`src/rtl/rpg_pkg.sv`:
```
package rpg_pkg;
  typedef enum logic [1:0] {
    HOLD_OPT0 = 2'd0,
    HOLD_OPT1 = 2'd1,
    HOLD_OPT2 = 2'd2,
    HOLD_OPT3 = 2'd3
  } hold_opt_e;
endpackage

```
`src/rtl/rpg_sync.sv`:
```
module rpg_sync #(
  parameter int   STAGES  = 2,
  parameter logic RST_VAL = 1'b0
) (
  input  logic clk,
  input  logic rst_n,
  input  logic d_async,
  output logic q
);
  logic [STAGES-1:0] chain;

  generate
    for (genvar i = 0; i < STAGES; i++) begin : g_stage
      if (i == 0) begin : g_first
        always_ff @(posedge clk or negedge rst_n)
          if (!rst_n) chain[0] <= RST_VAL;
          else        chain[0] <= d_async;
      end else begin : g_next
        always_ff @(posedge clk or negedge rst_n)
          if (!rst_n) chain[i] <= RST_VAL;
          else        chain[i] <= chain[i-1];
      end
    end
  endgenerate

  assign q = chain[STAGES-1];
endmodule

```
`src/rtl/rpg_glitch_filter.sv`:
```
module rpg_glitch_filter #(
  parameter int FILT_CYCLES = 4
) (
  input  logic clk,
  input  logic rst_n,
  input  logic mr_n_s,
  output logic mr_req
);
  localparam int FW = (FILT_CYCLES < 2) ? 1 : $clog2(FILT_CYCLES);
  localparam logic [FW-1:0] LAST = FW'(FILT_CYCLES - 1);

  logic [FW-1:0] low_cnt;

  always_ff @(posedge clk or negedge rst_n) begin
    if (!rst_n) begin
      low_cnt <= '0;
      mr_req  <= 1'b0;
    end else if (mr_n_s) begin
      low_cnt <= '0;
      mr_req  <= 1'b0;
    end else if (low_cnt == LAST) begin
      mr_req  <= 1'b1;
    end else begin
      low_cnt <= low_cnt + 1'b1;
    end
  end

  // a request may only appear after the synchronized input was low
  a_r5_req_needs_low: assert property (@(posedge clk) disable iff (!rst_n)
    $rose(mr_req) |-> $past(!mr_n_s));
  // a high input clears the request on the next edge
  a_r6_high_clears: assert property (@(posedge clk) disable iff (!rst_n)
    mr_n_s |=> !mr_req);
endmodule

```
`src/rtl/rpg_hold_timer.sv`:
```
module rpg_hold_timer
  import rpg_pkg::*;
#(
  parameter int HOLD_T0 = 14,
  parameter int HOLD_T1 = 280,
  parameter int HOLD_T2 = 2000,
  parameter int HOLD_T3 = 16000
) (
  input  logic      clk,
  input  logic      rst_n,
  input  logic      load,
  input  logic      tick,
  input  hold_opt_e sel,
  output logic      busy
);
  localparam int HMAX01 = (HOLD_T0 > HOLD_T1) ? HOLD_T0 : HOLD_T1;
  localparam int HMAX23 = (HOLD_T2 > HOLD_T3) ? HOLD_T2 : HOLD_T3;
  localparam int HMAX   = (HMAX01 > HMAX23) ? HMAX01 : HMAX23;
  localparam int CW     = $clog2(HMAX + 1);

  logic [CW-1:0] cnt;
  logic [CW-1:0] reload;

  always_comb begin
    unique case (sel)
      HOLD_OPT0: reload = CW'(HOLD_T0);
      HOLD_OPT1: reload = CW'(HOLD_T1);
      HOLD_OPT2: reload = CW'(HOLD_T2);
      default:   reload = CW'(HOLD_T3);
    endcase
  end

  always_ff @(posedge clk or negedge rst_n) begin
    if (!rst_n) begin
      cnt  <= '0;
      busy <= 1'b1;
    end else if (load) begin
      cnt  <= reload;
      busy <= 1'b1;
    end else if (busy && tick) begin
      if (cnt <= CW'(1)) begin
        cnt  <= '0;
        busy <= 1'b0;
      end else begin
        cnt  <= cnt - 1'b1;
      end
    end
  end

  // without a tick the count holds while waiting
  a_r9_idle_holds: assert property (@(posedge clk) disable iff (!rst_n)
    (busy && !load && !tick) |=> ($stable(cnt) && busy));
  // a load always leaves the timer busy
  a_r3_load_busy: assert property (@(posedge clk) disable iff (!rst_n)
    load |=> busy);
  // the count never exceeds the largest option
  a_r2_bounded: assert property (@(posedge clk) disable iff (!rst_n)
    cnt <= CW'(HMAX));
endmodule

```
`src/rtl/rst_pulse_gen.sv`:
```
module rst_pulse_gen
  import rpg_pkg::*;
#(
  parameter int SYNC_STAGES = 2,
  parameter int FILT_CYCLES = 4,
  parameter int HOLD_T0     = 14,
  parameter int HOLD_T1     = 280,
  parameter int HOLD_T2     = 2000,
  parameter int HOLD_T3     = 16000
) (
  input  logic       clk,
  input  logic       rst_n,
  input  logic       tick,
  input  logic       uv_async,
  input  logic       mr_n_async,
  input  logic       wd_fault,
  input  logic [1:0] hold_sel,
  input  logic       od_mode,
  output logic       rst_out_n,
  output logic       rst_drive_en,
  output logic       rst_active
);
  logic uv_s, mr_n_s, mr_req, por_q, req_any, busy;

  rpg_sync #(.STAGES(SYNC_STAGES), .RST_VAL(1'b0)) u_uv_sync (
    .clk(clk), .rst_n(rst_n), .d_async(uv_async), .q(uv_s));

  rpg_sync #(.STAGES(SYNC_STAGES), .RST_VAL(1'b1)) u_mr_sync (
    .clk(clk), .rst_n(rst_n), .d_async(mr_n_async), .q(mr_n_s));

  rpg_glitch_filter #(.FILT_CYCLES(FILT_CYCLES)) u_filt (
    .clk(clk), .rst_n(rst_n), .mr_n_s(mr_n_s), .mr_req(mr_req));

  // one-cycle power-on request so the first hold uses the live option code
  always_ff @(posedge clk or negedge rst_n)
    if (!rst_n) por_q <= 1'b1;
    else        por_q <= 1'b0;

  assign req_any = por_q | uv_s | mr_req | wd_fault;

  rpg_hold_timer #(
    .HOLD_T0(HOLD_T0), .HOLD_T1(HOLD_T1),
    .HOLD_T2(HOLD_T2), .HOLD_T3(HOLD_T3)
  ) u_timer (
    .clk(clk), .rst_n(rst_n), .load(req_any), .tick(tick),
    .sel(hold_opt_e'(hold_sel)), .busy(busy));

  assign rst_out_n    = ~busy;
  assign rst_active   = busy;
  assign rst_drive_en = od_mode ? busy : 1'b1;

  // any active request holds the output low on the next edge
  a_r1_req_asserts: assert property (@(posedge clk) disable iff (!rst_n)
    req_any |=> !rst_out_n);
  // release only follows a tick with no request pending
  a_r2_release_on_tick: assert property (@(posedge clk) disable iff (!rst_n)
    $rose(rst_out_n) |-> ($past(tick) && !$past(req_any)));
  // open-drain mode never drives a released line
  a_r7_od_release: assert property (@(posedge clk) disable iff (!rst_n)
    (od_mode && rst_out_n) |-> !rst_drive_en);
endmodule

```
`config.mk`:
```
export PLATFORM = sky130hd
export DESIGN_NAME = rst_pulse_gen
export DESIGN_NICKNAME = d
export VERILOG_FILES = /design/src/rtl/rpg_pkg.sv /design/src/rtl/rpg_sync.sv /design/src/rtl/rpg_glitch_filter.sv /design/src/rtl/rpg_hold_timer.sv /design/src/rtl/rst_pulse_gen.sv
export SDC_FILE = /design/constraint.sdc
export NUM_CORES = 1
export LEC_CHECK = 0
export BUFFER_PORTS_ARGS = -buffer_cell sky130_fd_sc_hd__buf_2
export CORE_ASPECT_RATIO = 1.1
export CORE_MARGIN = 2
export CORE_UTILIZATION = 35
export CTS_BUF_LIST = sky130_fd_sc_hd__clkbuf_8 sky130_fd_sc_hd__clkbuf_16
export CTS_CLUSTER_SIZE = 28
export DETAILED_ROUTE_END_ITERATION = 8
export SYNTH_ARGS = -nofsm -noshare
export SYNTH_HDL_FRONTEND = slang
export SYNTH_SLANG_ARGS = --single-unit
```
`constraint.sdc`:
```
create_clock -name clk -period 3.2 [get_ports clk]
set_clock_uncertainty 0.2 [all_clocks]
set_input_delay 0.32 -clock clk [delete_from_list [all_inputs] [get_ports clk]]
set_output_delay 0.32 -clock clk [all_outputs]
set_load 0.02 [all_outputs]
```
==> metrics.yaml, run 1 <==
status: "finished, final reports clean"
holdCritPathClass: "reg2reg"
ctsResizeCount: 0
areaGrowthSynthToFinish_pct: 13.3
seqPwrFrac_pct: 51.8
numClockSinks: 23
drtPass1Iterations: 4
nNetsFinal: 185
drive_gt1_share_pct: 17.3
critPathLaunchType: "register"
post_drt_wl_per_cell_um: 13.4
p_leak_uw: 0.000667
finalCriticalPeriod_ns: 2.32
sw_frac_of_total_pct: 31.6
dpl.hpwl_um: 2110
antenna_found_initial: 0
synth_cell_types: 39
tightest_slew_ns: 0.695
drcViolationCount: 0
ir_drop_v: 0.000277
path_clk_slew_ns: 0.09
ys_warn_count: 0
slew_violations: 0
die_area_um2: 4470
clockRootBuffer: "clkbuf_8"
crit_required_ns: 3.20
setup_tns_ns: 0
routabilityCongestion: 0.909
cpPeakStageDelay_ns: 0.49
n_antenna_cell: 0
crit_path_cell_trace: "inv_1 > ha_1 > o21ba_2 > nand4_1 > or4b_1 > a31oi_1"
ant_nets: 0
critPathKind: "reg2reg"
postSynthAreaPerCell_um2: 8.98
synthCells: 154
seq_area_frac_synth_pct: 42.0
period_share_pct: 72.7
netlist_area_um2: 1380
finalSetupViolCount: 0
fmax_mhz: 430
wl_um: 2930
slew_headroom_pct: 53.6
grt_pass1_vias: 1160
hold_viol: 0
synth-edff-count: 0
synth-seq-cells: 23
coreArea_um2: 3710
die_w_um: 63.9
grt_overflow: 0
clockBufferDepth: 2
powerDensity_nw_per_um2: 436
rsz0062_at_grt: "no"
max_cap_viol_count: 0
final_common_cell: "dfrtp_1"
internal_power_uw: 467
cts-buffers-inserted: 3
final_cell_mix: "19 x dfrtp_1, 17 x nor2_1, 14 x nand2_1"
total_power_uw: 684
critPathMaxFanout: 16
synthTopCellsByArea: "dfrtp_1 34%, dfstp_2 7.6%, ha_1 6.3%, nor2_1 4.6%, o21ai_0 4.3%"
dr.first_iter.drc_count: 78
switchingPower_uw: 216
via_per_inst: 5.28
grt_pass1_wl_um: 5260
critPathBufInv: 1
async_flop_share_pct: 100
tritoncts: "done"
cts_setup_buffers: 0
cts_hold_buf: 3
grt_usage_pct: 14.6
die_y_um: 69.9
p_clk_share_pct: 28.2
grt_max_degree: 24
synthesis.nets: 170
start_util_pct: 37.2
vias: 1150
synth_ff_type: "dfrtp_1"
port-buffer-count: 11
arrival_ns: 2.32
synth_top_area_cell: "dfrtp_1"
num_rows: 23
ioPinCount: 12
crit_family: "simple AND/OR/NAND/NOR gates"
synth.top_cell.area_share_pct: 34.4
clkLatencyLatePin_ns: 0.27
end_kind: "register"
h-tree-depth: 1
cp_slowest_cell: "or4b_1"
combPwrFrac_pct: 20.0
[flip-flops by register name, summed over array words and instances, names as in the netlist]
register         flops
u_filt.mr_req        1
u_mr_sync.chain      1
por_q                1
u_uv_sync.q          1
u_uv_sync.chain      1
u_timer.busy         1
u_mr_sync.q          1
u_filt.low_cnt       2
u_timer.cnt         14
[path summary, 6_finish.rpt]
check                      depth (start not counted)  slack (ns)               start            endpoint
hold reg to reg                                    0        0.16  u_uv_sync.chain[0]         u_uv_sync.q
min in group asynchronous                          2        0.34               rst_n      u_timer.cnt[8]
hold / removal                                     0        0.16  u_uv_sync.chain[0]         u_uv_sync.q
setup / recovery                                   6        0.88      u_timer.cnt[0]     u_timer.cnt[13]
setup reg to reg                                   6        0.88      u_timer.cnt[0]     u_timer.cnt[13]
max in group asynchronous                          2        2.09               rst_n  u_mr_sync.chain[0]
[power groups by stage]
stage	Clock, µW	Combinational [µW]	Sequential [µW]
after detailed placement	0	134	360
after global routing	207	157	359
final	193	137	354
after CTS	197	138	354
after global placement	0	131	357
after floorplan	0	100	351
[final cells by class]
| type | count | area (µm²) |
|---|---|---|
| Clock buffer | 3 | 41.3 |
| Clock inverter | 1 | 7.51 |
| Fill cell | 351 | 2150 |
| Inverter | 10 | 37.5 |
| Multi-Input combinational cell | 116 | 744 |
| Sequential cell | 23 | 581 |
| Tap cell | 50 | 62.6 |
| Timing Repair Buffer | 15 | 92.6 |
[cells in the mapped netlist (3+ instances only)]
master,number
nand3_1,4
nor3_1,6
dfstp_2,4
xor2_1,3
clkbuf_1,4
nand2_1,14
o21ai_0,12
nor2_1,17
dfrtp_1,19
nand4_1,7
a21oi_1,9
inv_1,10
a31oi_1,5
ha_1,7
[cells by family after synthesis]
group	Yosys count	share of synthesized area (%)
AO/OA/AOI/OAI	33	13.9
XOR/XNOR	3	1.90
adder cells (fa/ha/maj)	7	6.33
buffers and inverters	15	4.16
flip-flops	23	42.0
multiplexers	3	2.44
other	1	0.271
AND/OR/NAND/NOR	69	29.0
[stage by stage]
stage | util, % | setup WS [ns] | cell area (µm²) | hold WS (ns) | cells
after floorplan | - | 1.25 | 1380 | -0.176 | 154
after global placement | 40.1 | 1.00 | 1490 | 0.120 | 211
after detailed placement | 40.1 | 0.931 | 1490 | 0.122 | 211
after CTS | 42.2 | 0.886 | 1570 | 0.162 | 218
after global routing | 42.2 | 0.758 | 1570 | 0.163 | 218
final | 42.2 | 0.875 | 1570 | 0.158 | 218
[metal layers]
metal	GRT usage [%]	vias to the layer above	part of all wire [%]
li1	-	576	-
met3	3.06	6	5.1
met4	5.31	0	1.4
met2	24.5	37	49
met5	0	-	0
met1	18.3	531	44
No activity file was read; power rests on OpenSTA's default activity.
==> run 2: changes to the inputs <==
--- a/config.mk
+++ b/config.mk
@@ -5,6 +5,7 @@
 export SDC_FILE = /design/constraint.sdc
 export NUM_CORES = 1
 export LEC_CHECK = 0
+export ABC_AREA = 1
 export BUFFER_PORTS_ARGS = -buffer_cell sky130_fd_sc_hd__buf_2
 export CORE_ASPECT_RATIO = 1.1
 export CORE_MARGIN = 2
==> constraint.sdc (replaced) <==
create_clock -name clk -period 2.3 [get_ports clk]
set_clock_uncertainty 0.2 [all_clocks]
set_input_delay 0.23 -clock clk [delete_from_list [all_inputs] [get_ports clk]]
set_output_delay 0.23 -clock clk [all_outputs]
set_load 0.02 [all_outputs]
==> metrics.yaml, run 2 <==
status: "finished, final reports clean"
start_util_pct: 36.8  # -0.46 points
ir_drop_v: 0.000318  # +15%
crit_required_ns: 2.30  # -0.90 ns
arrival_ns: 1.84  # -0.48 ns
slew_headroom_pct: 65.5  # +12 points
critPathLaunchType: "register"
tightest_slew_ns: 0.518  # -0.177 ns
clockRootBuffer: "clkbuf_8"
post_drt_wl_per_cell_um: 11.1  # -18%
synth_ff_type: "dfrtp_1"
synth-seq-cells: 23  # unchanged
ioPinCount: 12  # unchanged
grt_max_degree: 24  # unchanged
tritoncts: "done"
via_per_inst: 4.58  # -13%
rsz0062_at_grt: "no"
antenna_found_initial: 0  # unchanged
ctsResizeCount: 0  # unchanged
finalNonFillerCells: 255  # +17%
synthCells: 187  # +21%
wl_um: 2820  # -3.7%
vias: 1169  # +1.7%
largest_register_ffs: 14  # unchanged
final_area_um2: 1660  # +5.9%
grt_overflow: 0  # unchanged
placedCellCount: 248  # +18%
grt_pass1_vias: 1190  # +2.6%
slew_violations: 0  # unchanged
hold_viol: 0  # unchanged
end_kind: "register"
areaGrowthSynthToFinish_pct: 12.1
seq_area_frac_synth_pct: 39.2  # -2.8 points
num_rows: 24  # +4.3%
crit_start: "u_timer.cnt[0]"
coreArea_um2: 4020  # +8.4%
drcViolationCount: 0  # unchanged
die_area_um2: 4770  # +6.6%
synth-edff-count: 0  # unchanged
powerDensity_nw_per_um2: 655  # +50%
worstRegToRegCells: 7  # +1
h-tree-depth: 1  # unchanged
critPathKind: "reg2reg"
netlist_area_um2: 1480  # +7.1%
dpl.hpwl_um: 2120  # +0.33%
rr_endpoint: "u_timer.cnt[0]"
routabilityCongestion: 0.793  # -13%
numClockSinks: 23  # unchanged
reg2reg_slack_ns: 0.46  # -0.42 ns
async_flop_share_pct: 100  # unchanged
critPathMaxFanout: 13  # -3
synth_top_area_cell: "dfrtp_1"
postSynthAreaPerCell_um2: 7.92  # -12%
synth_most_common_cell: "nand2_1"
synth.top_cell.area_share_pct: 32.1  # -2.3 points
largest-register: "u_timer.cnt"
max_cap_viol_count: 0  # unchanged
clockBufferDepth: 2  # unchanged
final_common_cell: "nand2_1"
cts-buffers-inserted: 3  # unchanged
clkLatencyLatePin_ns: 0.27  # about the same
top_regs: "u_timer.cnt (14), u_filt.low_cnt (2)"
path_clk_slew_ns: 0.08  # about the same
nNetsFinal: 220  # +19%
dr.first_iter.drc_count: 11  # -86%
ys_warn_count: 0  # unchanged
total_power_uw: 1090  # +59%
crit_end: "u_timer.cnt[0]"
period_share_pct: 80.2  # +7.5 points
drtPass1Iterations: 4  # unchanged
fmax_mhz: 542  # +26%
die_y_um: 72.2  # +3.3%
holdCritPathClass: "in2reg"
die_w_um: 66.0  # +3.3%
synth_cell_types: 28  # -28%
synthesis.nets: 203  # +19%
placed_cell_area_um2: 1580  # +6.2%
grt_pass1_wl_um: 5140  # -2.4%
synthTopCellsByArea: "dfrtp_1 32%, nand2_1 10%, dfstp_2 7.1%, nor2_1 6.1%, ha_1 5.9%"
finalSetupViolCount: 0  # unchanged
n_antenna_cell: 0  # unchanged
drive_gt1_share_pct: 26.6  # +9.3 points
reg2reg_from: "u_timer.cnt[0]"
setup_tns_ns: 0  # unchanged
ant_nets: 0  # unchanged
finalCriticalPeriod_ns: 1.84  # -0.480 ns
ys_top_cells_by_count: "41 x nand2_1, 24 x nor2_1, 21 x inv_1"
port-buffer-count: 11  # unchanged
grt_usage_pct: 13.8  # -0.84 points
p_leak_uw: 0.000804  # +21%
final_cell_mix: "41 x nand2_1, 24 x nor2_1, 21 x inv_1"
run 2: what timing repair did:
item                                   4_1_cts  5_1_grt
hold buffers                                 3        0
endpoints found under the hold margin       21        0
setup buffers                                0        0
run 2: worst min-delay path by stage:
stage,from,endpoint,slack (ns),cells past startpoint
floorplan,rst_n,u_filt.low_cnt[0],-0.27,0
global placement,rst_n,u_uv_sync.q,0.04,1
detailed placement,rst_n,u_uv_sync.q,0.03,1
CTS,tick,u_timer.cnt[0],0.13,4
global route,tick,u_timer.cnt[0],0.17,4
finish,tick,u_timer.cnt[0],0.14,4
run 2: critical path, cell delays in order, from the launching register on:
cell and delay (ns):
dfrtp_1 0.41, inv_1 0.06, ha_1 0.24, nand3_2 0.12
nor3_4 0.05, nor2_4 0.37, nand2_1 0.18, o21ai_1 0.15
run 2: cells by family (layout without fill, tap and decap cells):
logic type               count (synthesis)  in the layout  share of synthesized area, %
buffers and inverters                   25             41                          7.52
XOR/XNOR                                 4              4                          2.37
adder cells (fa/ha/maj)                  7              7                          5.92
other                                    1              1                         0.253
flip-flops                              23             23                          39.2
AND/OR/NAND/NOR                        101            101                          34.9
AO/OA/AOI/OAI                           26             26                          9.80
run 2: layout make-up:
class / count / area, µm²
Fill cell: 451 / 2360
Multi-Input combinational cell: 139 / 788
Sequential cell: 23 / 581
Inverter: 23 / 91.3
Timing Repair Buffer: 14 / 85.1
Tap cell: 52 / 65.1
Clock buffer: 3 / 41.3
Clock inverter: 1 / 7.51
run 2: power breakdown:
part           total [µW]  internal, µW  switching (µW)
registers             518           463            55.2
clock network         261           123             139
logic                 307           116             191
run 2: routing by layer:
layer / share of wire [%] / global-route usage [%] / wire length (µm)
met1: 47 / 17.9 / 1320
met2: 49 / 22.9 / 1390
met3: 1.9 / 1.71 / 55
met4: 2.2 / 6.35 / 62
met5: 0 / 0 / 0
run 2: through the flow:
stage	util [%]	worst slack, ns	hold slack [ns]
floorplan	-	0.740	-0.266
global placement	39.3	0.487	0.0380
detailed placement	39.3	0.469	0.0349
CTS	41.2	0.445	0.133
global route	41.2	0.308	0.169
finish	41.2	0.455	0.139
